$ cat config.mk
export PLATFORM = sky130hd
export DESIGN_NAME = uart_rx_buffer
export DESIGN_NICKNAME = d
export VERILOG_FILES = /design/src/rtl/uart_rx_buffer.sv
export SDC_FILE = /design/constraint.sdc
export NUM_CORES = 1
export LEC_CHECK = 0
export BUFFER_PORTS_ARGS = -buffer_cell sky130_fd_sc_hd__buf_2
export CORE_ASPECT_RATIO = 0.9
export CORE_MARGIN = 5
export CORE_UTILIZATION = 35
export CTS_CLUSTER_SIZE = 40
export DETAILED_ROUTE_END_ITERATION = 8
export GPL_ROUTABILITY_DRIVEN = 1
export SYNTH_ARGS = -nofsm -noshare
export SYNTH_HDL_FRONTEND = slang
export SYNTH_SLANG_ARGS = --single-unit
$ cat constraint.sdc
create_clock -name clk -period 4.9 [get_ports clk]
set_input_delay 0.49 -clock clk [delete_from_list [all_inputs] [get_ports clk]]
set_output_delay 0.49 -clock clk [all_outputs]
set_load 0.02 [all_outputs]
$ cat src/rtl/uart_rx_buffer.sv
module uart_rx_buffer #(
  parameter int DW = 8
) (
  input  logic          clk,
  input  logic          rst_n,
  input  logic          frm_valid,
  input  logic [DW-1:0] frm_data,
  input  logic          frm_bit9,
  input  logic          frm_ferr,
  input  logic          start_det,
  input  logic          rd_pop,
  output logic [DW-1:0] rx_data,
  output logic          rx_bit9,
  output logic          rx_ferr,
  output logic          rx_ovr,
  output logic          rx_done,
  output logic          hold_full
);
  localparam int FW = DW + 2;
  localparam int EW = DW + 3;

  logic [EW-1:0] mem [2];
  logic [FW-1:0] hold_q;
  logic [DW-1:0] last_q;
  logic [1:0]    cnt;
  logic          wptr, rptr, hold_v, ovr_pend;

  logic [FW-1:0] in_frm;
  logic          space, mv, dir, wr, pop, lose;
  logic [EW-1:0] head;

  assign in_frm = {frm_ferr, frm_bit9, frm_data};
  assign space  = (cnt != 2'd2);
  assign mv     = hold_v & space;
  assign dir    = frm_valid & ~hold_v & space;
  assign wr     = mv | dir;
  assign pop    = rd_pop & (cnt != 2'd0);
  assign lose   = hold_v & ~space & (frm_valid | start_det);
  assign head   = mem[rptr];

  assign rx_done   = (cnt != 2'd0);
  assign hold_full = hold_v;
  assign rx_data   = rx_done ? head[DW-1:0] : last_q;
  assign rx_bit9   = rx_done & head[DW];
  assign rx_ferr   = rx_done & head[DW+1];
  assign rx_ovr    = rx_done & head[DW+2];

  always_ff @(posedge clk or negedge rst_n) begin
    if (!rst_n) begin
      mem[0]   <= '0;
      mem[1]   <= '0;
      wptr     <= 1'b0;
      rptr     <= 1'b0;
      cnt      <= 2'd0;
      last_q   <= '0;
    end else begin
      if (wr) begin
        mem[wptr] <= {ovr_pend, mv ? hold_q : in_frm};
        wptr      <= ~wptr;
      end
      if (pop) begin
        last_q <= head[DW-1:0];
        rptr   <= ~rptr;
      end
      cnt <= cnt + {1'b0, wr} - {1'b0, pop};
    end
  end

  always_ff @(posedge clk or negedge rst_n) begin
    if (!rst_n) begin
      hold_q   <= '0;
      hold_v   <= 1'b0;
      ovr_pend <= 1'b0;
    end else begin
      if (mv) begin
        hold_v <= frm_valid;
        if (frm_valid) hold_q <= in_frm;
      end else if (hold_v) begin
        if (frm_valid)      hold_q <= in_frm;
        else if (start_det) hold_v <= 1'b0;
      end else if (frm_valid && !space) begin
        hold_v <= 1'b1;
        hold_q <= in_frm;
      end
      if (lose)    ovr_pend <= 1'b1;
      else if (wr) ovr_pend <= 1'b0;
    end
  end
endmodule


==> impl_metrics.csv <==
group,metric,value,unit
drt,routedWlPerCell,15.47,um
flow_run,maxCapViolCount,0,
logic_synthesis,async_reset_ff_share,100.0,%
critical_path,cp.required,4.41,ns
sta,finalClockSkew,0.003000,ns
final_layout,antenna-diode-count,0,
sta,final.period_utilization,49.90,%
logic_synthesis,ys_top_cells_by_area,"dfrtp_1 (52%), mux2_2 (6.1%), o221a_1 (5.1%), o221a_2 (5.1%), mux2i_1 (5.0%)",
global_routing,grt_pass1_wl,7838,um
logic_synthesis,synthesis.nets,207,
die,fp-row-count,27,
global_routing,grt_use_total,12.61,%
die,initial_core_util,35.99,%
pwr,p_leak,1.028,nW
logic_synthesis,synth_most_common_cell,"dfrtp_1",
sta,drv_slew,0,
pwr,ir_drop,0.2966,mV
clock_tree,cts_buffer_depth,2,
drt,ant_nets,0,
run_status,outcome,"finished clean",
clock_tree,htree_levels,2,
logic_synthesis,ys_ff_latch,46,
clock_tree,cts-resized-gates,0,
critical_path,critPathKind,"reg -> out",
global_routing,antenna_found_initial,0,
sta,finalHoldViolCount,0,
global_routing,grt_max_degree,47,
sta,rsz0062_at_grt,"no",
placed_design,hpwl,3182,um
placed_design,numPortBuffers,27,
clock_tree,cts_buffers,5,
logic_synthesis,yosys.area.top_type,"dfrtp_1",
logic_synthesis,synthCells,191,
clock_tree,clkTransAtPathRegs,0.08,ns
sta,timing.fmax,409.0,MHz
logic_synthesis,synth.top_cell.area_share,52.30,%
clock_tree,post-cts-setup-buffer-count,0,
clock_tree,clock_latency,0.29,ns
logic_synthesis,synth.avg_cell_area,11.52,um2
logic_synthesis,synthDistinctLibCells,28,
global_routing,grt_pass1_vias,1524,
sta,setup_tns,0,ns
pwr,p_total,0.001836,W
global_routing,grt_overflow,0,
clock_tree,holdBufCountCts,0,
critical_path,setup.worst_path.start_class,"register",
hold_path,hp-class,"in -> async",
clock_tree,cts_sinks,46,
clock_tree,clockRootBuffer,"clkbuf_8",
die,dieWidth,93.59,um
pwr,powerDensity,738.3,nW/um2
drt,dr.pass1.iters,4,
final_layout,drive_gt1_share,28.50,%
sta,min_period,2.445,ns
die,coreArea,6115,um2
final_layout,design_area,2487,um2
die,die_height,85.23,um
critical_path,crit_path_end_kind,"output port",
drt,drc,0,
drt,routed_wl,4655,um
logic_synthesis,yosysWarnings,0,
logic_synthesis,synthTopCellsByCount,"dfrtp_1 (46), nor2_1 (15), mux2_2 (12), nand2_1 (12)",
die,die-area,7976,um2
drt,num_vias,1509,
logic_synthesis,synth_edf_count,0,
final_layout,fin_nets,230,
critical_path,crit_path_max_fanout,17,
sta,worstMarginPinSlew,1.096,ns
critical_path,critPathArrivalTime,1.96,ns
logic_synthesis,synth_ff_type,"dfrtp_1",
sta,slew_headroom,26.42,%
final_layout,area_growth,13.02,%
drt,via_per_inst,5.013,
logic_synthesis,ys_seq_area_share,52.30,%
placed_design,dpl_cell_area,2407,um2
sta,setup_viol,0,
placed_design,gp_congestion,0.7032,
die,io_pins,28,
clock_tree,tritoncts,"yes",
logic_synthesis,netlist_area,2201,um2
drt,drt_iter0_drc,61,
-- final timing paths --
kind	start	endpoint	slack, ns	cells past startpoint
worst min register to register	last_q[7]	last_q[7]	0.49	2
worst max-delay path	cnt[0]	rx_data[6]	2.45	4
worst max register to register	cnt[1]	mem[16]	2.95	4
max in group asynchronous	rst_n	hold_full	3.93	1
worst min-delay path	rst_n	last_q[0]	0.36	1
min in group clk	frm_ferr	hold_q[9]	0.46	2
-- critical path, cell delays in order (launching register included) --
cell and delay (ns):
dfrtp_1 0.46, nor2_1 0.32, clkinv_1 0.43, a21oi_1 0.26
buf_2 0.19
-- through the flow --
stage | utilization (%) | std cells | hold WS [ns] | setup WS (ns)
floorplan | - | 191 | 0.1944 | 2.860
global placement | 39.37 | 294 | 0.4617 | 2.816
detailed placement | 39.37 | 294 | 0.4707 | 2.760
CTS | 40.68 | 301 | 0.4006 | 2.424
global route | 40.68 | 301 | 0.4460 | 2.210
finish | 40.68 | 301 | 0.3617 | 2.455
-- placed cells by master (no fill, tap or decap), types with 2 or more instances in the layout --
master     count
mux2i_1       11
nand2_1       12
o221a_1       10
nor3_1         3
or4b_1         9
dfrtp_1       46
buf_4          3
buf_2         27
clkbuf_8       5
mux2_2        12
nand4bb_1      2
o221a_2       10
or4b_2         2
nor2_1        15
xor2_1         2
o21ai_0       10
nor2b_1        2
or3_1         11
a21oi_1       10
o211ai_1       2
-- flip-flops by register name (all words and copies together), names as in the netlist --
name / cells
ovr_pend: 1
rptr: 1
wptr: 1
cnt: 2
mem: 22
last_q: 8
hold_full: 1
hold_q: 10
-- power breakdown --
| group | leakage [nW] | switching, W | internal (W) | total [W] |
|---|---|---|---|---|
| clock | 0.0373 | 0.000122 | 0.0000979 | 0.000220 |
| sequential | 0.535 | 0.000178 | 0.000576 | 0.000754 |
| combinational | 0.456 | 0.000456 | 0.000407 | 0.000862 |
| total | 1.03 | 0.000756 | 0.00108 | 0.00184 |
-- final cells by class --
| class | instances | area [um2] |
|---|---|---|
| Tap cell | 87 | 108.9 |
| Clock inverter | 1 | 7.507 |
| Multi-Input combinational cell | 129 | 982.2 |
| Timing Repair Buffer | 30 | 157.7 |
| Clock buffer | 6 | 72.57 |
| Fill cell | 609 | 3627 |
| Sequential cell | 46 | 1151 |
| Inverter | 2 | 7.507 |
-- layer usage --
layer / track usage [%] / vias to the layer above / share of wire [%]
li1: - / 764 / -
met1: 18.18 / 711 / 51
met2: 18.90 / 29 / 43
met3: 3.103 / 5 / 4.5
met4: 3.412 / 0 / 0.79
met5: 0 / - / 0
-- kinds of logic after synthesis --
kind of cell	Yosys count	synth area share (%)
xor gates and xnor gates	3	1.194
AOI/OAI and AO/OA	44	16.09
and+or+nand+nor	58	15.63
adders and majority gates	1	0.5684
DFF	46	52.30
muxes	23	11.14
buffers and inverters	16	3.070
Note: power is estimated with default switching activity, not from simulation.
